**src/rtl/baud_tick_pkg.sv**
```systemverilog
package baud_tick_pkg;
  typedef struct packed {
    logic inPulse;      // prescaler output pulse, already gated by run
    logic loadTimer;    // load timer this cycle
    logic loadFromBus;  // load value comes from the write data
  } bg_strobe_t;
endpackage

```
**src/rtl/baud_tick_ctrl.sv**
```systemverilog
module baud_tick_ctrl
  import baud_tick_pkg::*;
#(
  parameter int ACC_W = 10
) (
  input  logic             clk,
  input  logic             rst_n,
  input  logic             runEn,
  input  logic             preSel,
  input  logic             fracEn,
  input  logic [ACC_W-1:0] fracStep,
  input  logic             wrEn,
  output bg_strobe_t       strobes
);
  logic [1:0]       divCnt;
  logic [ACC_W-1:0] acc;
  logic [ACC_W:0]   accSum;
  logic             intHit;
  logic             pending;

  assign accSum = {1'b0, acc} + {1'b0, fracStep};
  assign intHit = (divCnt >= (preSel ? 2'd2 : 2'd1));

  assign strobes.inPulse     = runEn & (fracEn ? accSum[ACC_W] : intHit);
  assign strobes.loadTimer   = runEn & (wrEn | pending);
  assign strobes.loadFromBus = wrEn;

  always_ff @(posedge clk) begin
    if (!rst_n) begin
      divCnt  <= '0;
      acc     <= '0;
      pending <= 1'b0;
    end else begin
      if (runEn) begin
        if (fracEn) acc <= accSum[ACC_W-1:0];
        else        divCnt <= intHit ? 2'd0 : divCnt + 2'd1;
      end
      if (strobes.loadTimer) pending <= 1'b0;
      else if (wrEn)         pending <= 1'b1;
    end
  end

  // a write while stopped leaves a pending reload behind
  p_defer_arm_r4: assert property (@(posedge clk) disable iff (!rst_n)
    (wrEn && !runEn) |=> pending);
  // a pending reload is taken in the first running cycle
  p_defer_take_r4: assert property (@(posedge clk) disable iff (!rst_n)
    (pending && runEn) |-> strobes.loadTimer);
  // integer mode never gives two pulses back to back
  p_int_gap_r5: assert property (@(posedge clk) disable iff (!rst_n)
    (strobes.inPulse && !fracEn && $past(!fracEn) && $past(runEn)) |-> !$past(strobes.inPulse));
endmodule

```
**src/rtl/baud_tick_dp.sv**
```systemverilog
module baud_tick_dp
  import baud_tick_pkg::*;
#(
  parameter int TIMER_W = 13,
  parameter int OVS     = 16
) (
  input  logic               clk,
  input  logic               rst_n,
  input  bg_strobe_t         strobes,
  input  logic               wrEn,
  input  logic [TIMER_W-1:0] wrVal,
  input  logic               rxLine,
  output logic [TIMER_W-1:0] timer,
  output logic               sampleTick,
  output logic               bitStrobe,
  output logic               midSlot,
  output logic [2:0]         rxSamples
);
  localparam int SLOT_W = $clog2(OVS);
  localparam int MID_LO = OVS / 2 - 1;

  logic [TIMER_W-1:0] reload;
  logic [SLOT_W-1:0]  slot;

  assign sampleTick = strobes.inPulse && (timer == '0) && !strobes.loadTimer;
  assign bitStrobe  = sampleTick && (slot == SLOT_W'(OVS - 1));
  assign midSlot    = sampleTick && (slot >= SLOT_W'(MID_LO)) && (slot <= SLOT_W'(MID_LO + 2));

  always_ff @(posedge clk) begin
    if (!rst_n) begin
      reload <= '0;
      timer  <= '0;
      slot   <= '0;
    end else begin
      if (wrEn) reload <= wrVal;
      if (strobes.loadTimer)
        timer <= strobes.loadFromBus ? wrVal : reload;
      else if (strobes.inPulse)
        timer <= (timer == '0) ? reload : timer - 1'b1;
      if (sampleTick) slot <= slot + 1'b1;
    end
  end

  for (genvar i = 0; i < 3; i++) begin : g_samp
    always_ff @(posedge clk) begin
      if (!rst_n)
        rxSamples[i] <= 1'b0;
      else if (sampleTick && (slot == SLOT_W'(MID_LO + i)))
        rxSamples[i] <= rxLine;
    end
  end

  // a running write shows up in the timer on the next cycle
  p_wr_reload_r3: assert property (@(posedge clk) disable iff (!rst_n)
    (wrEn && strobes.loadTimer) |=> (timer == $past(wrVal)));
  // a tick always restarts the timer from the reload value
  p_tick_reload_r7: assert property (@(posedge clk) disable iff (!rst_n)
    (sampleTick && !wrEn) |=> (timer == $past(reload)));
  // a bit strobe is followed by slot 0
  p_wrap_r9: assert property (@(posedge clk) disable iff (!rst_n)
    bitStrobe |=> (slot == '0));
endmodule

```
**src/rtl/baud_tick_gen.sv**
```systemverilog
module baud_tick_gen
  import baud_tick_pkg::*;
#(
  parameter int TIMER_W = 13,
  parameter int BUS_W   = 16,
  parameter int ACC_W   = 10,
  parameter int OVS     = 16
) (
  input  logic             clk,
  input  logic             rst_n,
  input  logic             runEn,
  input  logic             preSel,
  input  logic             fracEn,
  input  logic [ACC_W-1:0] fracStep,
  input  logic             wrEn,
  input  logic [BUS_W-1:0] wrData,
  output logic [BUS_W-1:0] timerRd,
  input  logic             rxLine,
  output logic             sampleTick,
  output logic             bitStrobe,
  output logic             midSlot,
  output logic [2:0]       rxSamples,
  output logic             rxVote
);
  bg_strobe_t         strobes;
  logic [TIMER_W-1:0] timer;
  logic               unusedHi;

  assign unusedHi = ^wrData[BUS_W-1:TIMER_W];

  baud_tick_ctrl #(.ACC_W(ACC_W)) u_ctrl (
    .clk(clk), .rst_n(rst_n), .runEn(runEn), .preSel(preSel),
    .fracEn(fracEn), .fracStep(fracStep), .wrEn(wrEn), .strobes(strobes)
  );

  baud_tick_dp #(.TIMER_W(TIMER_W), .OVS(OVS)) u_dp (
    .clk(clk), .rst_n(rst_n), .strobes(strobes), .wrEn(wrEn),
    .wrVal(wrData[TIMER_W-1:0]), .rxLine(rxLine), .timer(timer),
    .sampleTick(sampleTick), .bitStrobe(bitStrobe), .midSlot(midSlot),
    .rxSamples(rxSamples)
  );

  assign timerRd = {{(BUS_W-TIMER_W){1'b0}}, timer};
  assign rxVote  = (rxSamples[0] & rxSamples[1]) | (rxSamples[0] & rxSamples[2]) |
                   (rxSamples[1] & rxSamples[2]);

  // stopped generator keeps the timer and gives no strobes
  p_hold_r8: assert property (@(posedge clk) disable iff (!rst_n)
    !runEn |=> $stable(timerRd));
  p_quiet_r8: assert property (@(posedge clk) disable iff (!rst_n)
    !runEn |-> !(sampleTick || bitStrobe || midSlot));
  // the bit strobe only rides on a sample tick
  p_strobe_tick_r9: assert property (@(posedge clk) disable iff (!rst_n)
    bitStrobe |-> sampleTick);
  // mid slots and the bit strobe never coincide
  p_mid_excl_r10: assert property (@(posedge clk) disable iff (!rst_n)
    $onehot0({midSlot, bitStrobe}));
endmodule

```
**config.mk**
```make
export PLATFORM = sky130hd
export DESIGN_NAME = baud_tick_gen
export DESIGN_NICKNAME = d
export VERILOG_FILES = /design/src/rtl/baud_tick_pkg.sv /design/src/rtl/baud_tick_ctrl.sv /design/src/rtl/baud_tick_dp.sv /design/src/rtl/baud_tick_gen.sv
export SDC_FILE = /design/constraint.sdc
export NUM_CORES = 1
export LEC_CHECK = 0
export ABC_AREA = 1
export BUFFER_PORTS_ARGS = -buffer_cell sky130_fd_sc_hd__buf_4
export CORE_MARGIN = 5
export CORE_UTILIZATION = 27
export DETAILED_ROUTE_END_ITERATION = 10
export MAX_ROUTING_LAYER = met4
export PLACE_DENSITY = 0.44
export SYNTH_ARGS = -nofsm -noshare
export SYNTH_HDL_FRONTEND = slang
export SYNTH_SLANG_ARGS = --single-unit
```
**constraint.sdc**
```tcl
create_clock -name clk -period 2.45 [get_ports clk]
set_input_delay 0 -clock clk [delete_from_list [all_inputs] [get_ports clk]]
set_output_delay 0 -clock clk [all_outputs]
set_load 0.01 [all_outputs]
```
==> impl_metrics.tcl, run 1 <==
set metrics [dict create \
    slew_viol_final 0 \
    initial_core_util 0.276 \
    slowest_delay_ps 420 \
    synth.most_common_cell "nand2_1" \
    vias_per_cell 4.30 \
    final_nets 578 \
    cts_tree "yes" \
    slew_headroom 0.609 \
    fp.dieW_um 116 \
    synthDominantCellAreaShare 0.306 \
    ant_nets 0 \
    grt_util_met3 0.0251 \
    ir_worst_vdd_mv 0.227 \
    setup_tns_ps 0 \
    dpl.hpwl_um 5780 \
    cap_violations 0 \
    antenna_found_initial 0 \
    synth_top_flop_cell "dfxtp_1" \
    yosysTopAreaCell "dfxtp_1" \
    worst_path_max_delay_cell "fa_1" \
    clock.fmax_mhz 451 \
    synthCells 470 \
    p_seq_frac 0.376 \
    grt_pass1_wl_um 13200 \
    cp.required_ps 2450 \
    io_buffers 49 \
    yosys_warnings 0 \
    die_height_um 116 \
    p_switching_mw 0.922 \
    pwr-share-clk 0.214 \
    critical_path_buf_inv_count 2 \
    ys_seq_elements 46 \
    power.density_nw_per_um2 638 \
    setup_ws_ps 232 \
    dieArea_um2 13400 \
    use_met2 0.212 \
    vias 2874 \
    internal_power_mw 1.44 \
    syn_to_final_growth_pct 22.9 \
    top_usage_layer "met2" \
    root_buffer "clkbuf_8" \
    row_count 38 \
    status "completed" \
    synth_common_cells "nand2_1 (134), nor2_1 (73), inv_1 (58)" \
    coreArea_um2 10900 \
    pin_count 56 \
    overflow 0 \
    gr-usage-all-layers 0.127 \
    fill_cells 1203 \
    critPathTopFamily "simple AND/OR/NAND/NOR gates" \
    drtIter0Drc 101 \
    fin_crit_sh 0.905 \
    hold_class "input pin to flop" \
    worstSetupPathType "flop to primary output" \
    ctsLongestPathBuffers 2 \
    worst_setup_path_end_kind "primary output" \
    wire_per_inst_um 11.5 \
    synthArstFlopShare 0 \
    grt_max_degree 28 \
    rsz0062_at_grt "no" \
    holdWs_ps 17.9 \
    synth.avg_cell_area_um2 6.40 \
    synth_area_leaders "dfxtp_1 (31%), nand2_1 (17%), nor2_1 (9.1%), inv_1 (7.2%), ha_1 (6.7%)" \
    drcViolationCount 0 \
    tightest_slew_ps 586 \
    crit_path_max_fanout 7 \
    htree_levels 2 \
    synth_edf_count 0 \
    drive_gt1_frac 0.153 \
    path_clk_slew_ps 90 \
    pre_cts_ws_ps 341 \
    clock_latency_ps 310 \
    arrival_ps 2220 \
    path_cells "ha_1, inv_1, fa_1, nand3b_1, nand3_1, nand2_1, nand2_4, nand4_1, nor2_1, buf_4" \
    critPathLaunchType "flop" \
    dr.pass1.iters 4 \
    leakage_nw 1.89 \
    clkSinkCount 46 \
    finClkSkew_ps 7.02 \
    comb_power_share 0.410 \
    n_antenna_cell 0 \
    fin_crit_ps 2220 \
    gp_congestion 0.793 \
    sw_frac_of_total 0.391 \
    yosysSeqAreaShare 0.306 \
    yosysUniqueCellTypes 38 \
    finalSetupViolations 0 \
    hold_viol 0 \
    use_met1 0.153 \
    syn-cell-area_um2 3010 \
    numCtsBuffers 5 \
    drt-total-wl_um 7690 \
    grt_pass1_vias 2848 \
]
==> cells in the final DEF (no fill, tap or decap), drive strengths merged, types with 7 or more instances in the layout <==
master       count
dfxtp           46
nand3           33
dlygate4sd3     14
nor2            77
o21ai           24
or2             11
xor2             8
clkbuf           7
ha              16
nand2          136
inv             62
buf             51
a21oi           18
==> final timing paths <==
path,start,end,slack (ps),depth (start not counted)
hold / removal,wrData[12],u_dp.reload[12],20,5
hold reg to reg,u_dp.timer[0],u_dp.timer[0],500,2
setup / recovery,u_ctrl.acc[0],bitStrobe,230,10
setup reg to reg,u_ctrl.acc[0],u_dp.timer[6],410,10
==> sequential cells by signal, indices dropped and copies added (netlist names) <==
name,flops
u_ctrl.acc,10
u_ctrl.divCnt,2
u_dp.slot,4
u_dp.rxSamples,3
u_dp.timer,13
u_ctrl.pending,1
u_dp.reload,13
==> logic make-up (layout without fill, tap and decap cells) <==
family                     after synthesis  count (layout)  share of synthesized area
buffers and inverters                   78             135                      0.116
muxes                                    2               2                    0.00665
xor gates and xnor gates                11              11                     0.0320
DFF                                     46              46                      0.306
adders and majority gates               17              17                     0.0732
and+or+nand+nor                        266             266                      0.377
other                                    1               3                    0.00125
AOI/OAI and AO/OA                       49              49                     0.0877
==> through the flow <==
step	util	cells	cell area (µm²)	total power, mW
global placement	0.318	647	3460	1.87
floorplan	-	472	3020	1.62
CTS	0.339	669	3690	2.41
detailed placement	0.318	647	3460	1.87
global route	0.340	669	3700	2.59
finish	0.340	669	3700	2.36
==> tightest hold or removal path: stages <==
cell and delay [ps]:
buf_4 80, nand2_1 60, nand2_1 60, inv_1 40
nor2_1 70
==> what timing repair did <==
item / 4_1_cts / 5_1_grt
hold buffers: 14 / 0
gates resized for setup: 0 / 2
endpoints found under the hold margin: 17 / 0
setup endpoints to repair: 0 / 3
buffers inserted: 0 / 0
==> metal layers <==
metal / share of wire / up-vias
met5: 0 / -
met4: 0.017 / 0
met3: 0.034 / 12
met2: 0.48 / 45
met1: 0.47 / 1250
li1: - / 1567
==> area by class of cell <==
class,instances,area [µm²],share of cell area
inverter,62,233,0.0629
timing repair buffer,65,523,0.141
multi-input combinational,348,1750,0.474
clock inverter,1,5.00,0.00135
clock buffer,7,86.3,0.0234
tap,140,175,0.0474
sequential,46,921,0.249
==> power by group through the flow <==
stage / Clock (mW) / Combinational [mW] / Sequential [mW]
3_5_place_dp: 0 / 0.961 / 0.907
5_1_grt: 0.569 / 1.12 / 0.901
6_report: 0.505 / 0.967 / 0.888
3_3_place_gp: 0 / 0.961 / 0.908
4_1_cts: 0.540 / 0.984 / 0.890
2_1_floorplan: 0 / 0.720 / 0.903
No activity file was read; power rests on OpenSTA's default activity.
==> run 2, diff against run 1 <==
BUFFER_PORTS_ARGS = unset   (was -buffer_cell sky130_fd_sc_hd__buf_4)
CTS_BUF_LIST = sky130_fd_sc_hd__clkbuf_16   (was unset)
DONT_BUFFER_PORTS = 1   (was unset)
PLACE_DENSITY = 0.39   (was 0.44)
==> run 2 against run 1 <==
Clock power rose by 35%. Sequential cell count did not move. Setup slack improved by 9.4 ps. Cell count fell by 6.6%. Critical endpoint is now midSlot.
==> impl_metrics.tcl, run 2 (synthesized netlist as in run 1, its figures left out) <==
set metrics [dict create \
    status "completed" \
    placed_cells 598 \
    holdPathStages 4 \
    drtIter0Drc 93 \
    initial_core_util 0.276 \
    final_cell_mix "nand2_1 (133), nor2_1 (72), inv_1 (59)" \
    critPathLaunchType "flop" \
    power.density_nw_per_um2 717 \
    syn_to_final_growth_pct 13.8 \
    instances_no_fill 625 \
    dieArea_um2 13400 \
    setup_tns_ps 0 \
    drcViolationCount 0 \
    pin_count 56 \
    critical_path_buf_inv_count 1 \
    ant_nets 0 \
    wl_met1_um 3510 \
    reg_top3 "u_dp.reload x13, u_dp.timer x13, u_ctrl.acc x10" \
    r2r_start "u_ctrl.acc[0]" \
    wl_met3_um 420 \
    grt_max_degree 29 \
    dr.pass1.iters 4 \
    finClkSkew_ps 9.38 \
    gr-usage-all-layers 0.125 \
    met2WireLength_um 3770 \
    critPathTopFamily "simple AND/OR/NAND/NOR gates" \
    slew_headroom 0.594 \
    cp.required_ps 2450 \
    hp-start "runEn" \
    holdWs_ps 17.9 \
    cts_setup_buffers 0 \
    fin_crit_ps 2210 \
    dpl.hpwl_um 5600 \
    rsz0062_at_grt "no" \
    io_buffers 0 \
    wire_per_inst_um 12.4 \
    crit_path_max_fanout 7 \
    clock_latency_ps 290 \
    arrival_ps 2210 \
    slowest_delay_ps 430 \
    coreArea_um2 10900 \
    vias 2744 \
    path_clk_slew_ps 70 \
    grt_pass1_vias 2656 \
    vias_per_cell 4.39 \
    ir_worst_vdd_mv 0.295 \
    worst_path_max_delay_cell "fa_1" \
    drt-total-wl_um 7760 \
    cts_tree "yes" \
    row_count 38 \
    root_buffer "clkbuf_16" \
    finalSetupViolations 0 \
    slew_viol_final 0 \
    clock.fmax_mhz 453 \
    design_area_um2 3420 \
    timing.critical_path.mode_cell "nand2_1" \
    rrSetupSlack_ps 400 \
    grt_pass1_wl_um 12900 \
    die_height_um 116 \
    tightest_slew_ps 608 \
    ctsLongestPathBuffers 2 \
    holdPathEnd "u_ctrl.divCnt[0]" \
    post_dp_cell_area_um2 3090 \
    rr_worst_depth 10 \
    final_common_cell "nand2_1" \
    numCtsBuffers 5 \
    clkSinkCount 46 \
    fp.dieW_um 116 \
    htree_levels 2 \
    leakage_nw 1.68 \
    dr.max_layer_used "met4" \
    antenna_found_initial 0 \
    cap_violations 0 \
    worst_setup_path_end_kind "primary output" \
    worstSetupPathType "flop to primary output" \
    n_antenna_cell 0 \
    overflow 0 \
    path_cells "ha_1, inv_1, fa_1, nand3b_1, nand3_1, nand2_1, nand2_2, nand2_1, nor2_1" \
    hold_class "input pin to flop" \
    hold_viol 0 \
    fin_crit_sh 0.901 \
    r2r_end "u_dp.timer[2]" \
    gp_congestion 0.805 \
    final_nets 534 \
    drive_gt1_frac 0.0660 \
]
==> run 2: timing repair <==
action | in CTS | in global routing
hold buffers | 19 | 0
gates resized for setup | 0 | 2
hold endpoints to repair | 27 | 0
endpoints found under the setup margin | 0 | 2
==> run 2: how the worst max path moves through the flow <==
stage                  startpoint      endpoint  slack, ps  depth (start not counted)
floorplan           u_ctrl.acc[0]  u_dp.slot[1]        650                         10
global placement    u_ctrl.acc[0]  u_dp.slot[1]        360                         10
detailed placement  u_ctrl.acc[0]  u_dp.slot[1]        310                         10
CTS                 u_ctrl.acc[0]     bitStrobe         80                          9
global route        u_ctrl.acc[0]       midSlot         20                          9
finish              u_ctrl.acc[0]       midSlot        240                          9
==> run 2: metal layers <==
metal / vias to the layer above / track usage
met4: 0 / 0.0282
met5: - / -
met1: 1226 / 0.141
li1: 1475 / -
met2: 38 / 0.219
met3: 5 / 0.0366
==> run 2: where the power goes <==
part	internal [mW]	leakage, nW	switching (mW)
Combinational	0.327	1.23	0.534
Sequential	0.816	0.378	0.0932
Clock	0.371	0.0724	0.312
==> run 2: stage by stage <==
step / setup slack, ps / util / total power, mW
floorplan: 647 / - / 1.62
global placement: 361 / 0.284 / 1.77
detailed placement: 315 / 0.284 / 1.77
CTS: 80.4 / 0.314 / 2.51
global route: 22.1 / 0.314 / 2.68
finish: 242 / 0.314 / 2.45
==> run 2: final cells by class <==
| class | count | area (µm²) |
|---|---|---|
| clock buffer | 5 | 125 |
| fill | 1253 | 7460 |
| tap | 140 | 175 |
| multi-input combinational | 348 | 1750 |
| clock inverter | 3 | 12.5 |
| sequential | 46 | 921 |
| timing repair buffer | 21 | 205 |
| inverter | 62 | 233 |
==> run 2: worst reg2reg max path, cell delays in order, from the launching register on <==
cell	delay [ps]
dfxtp_1	330
ha_1	190
inv_1	60
fa_1	430
nand3b_1	180
nand3_1	80
nand2_1	90
nand3_2	200
buf_4	220
nand2_1	70
a21oi_1	130
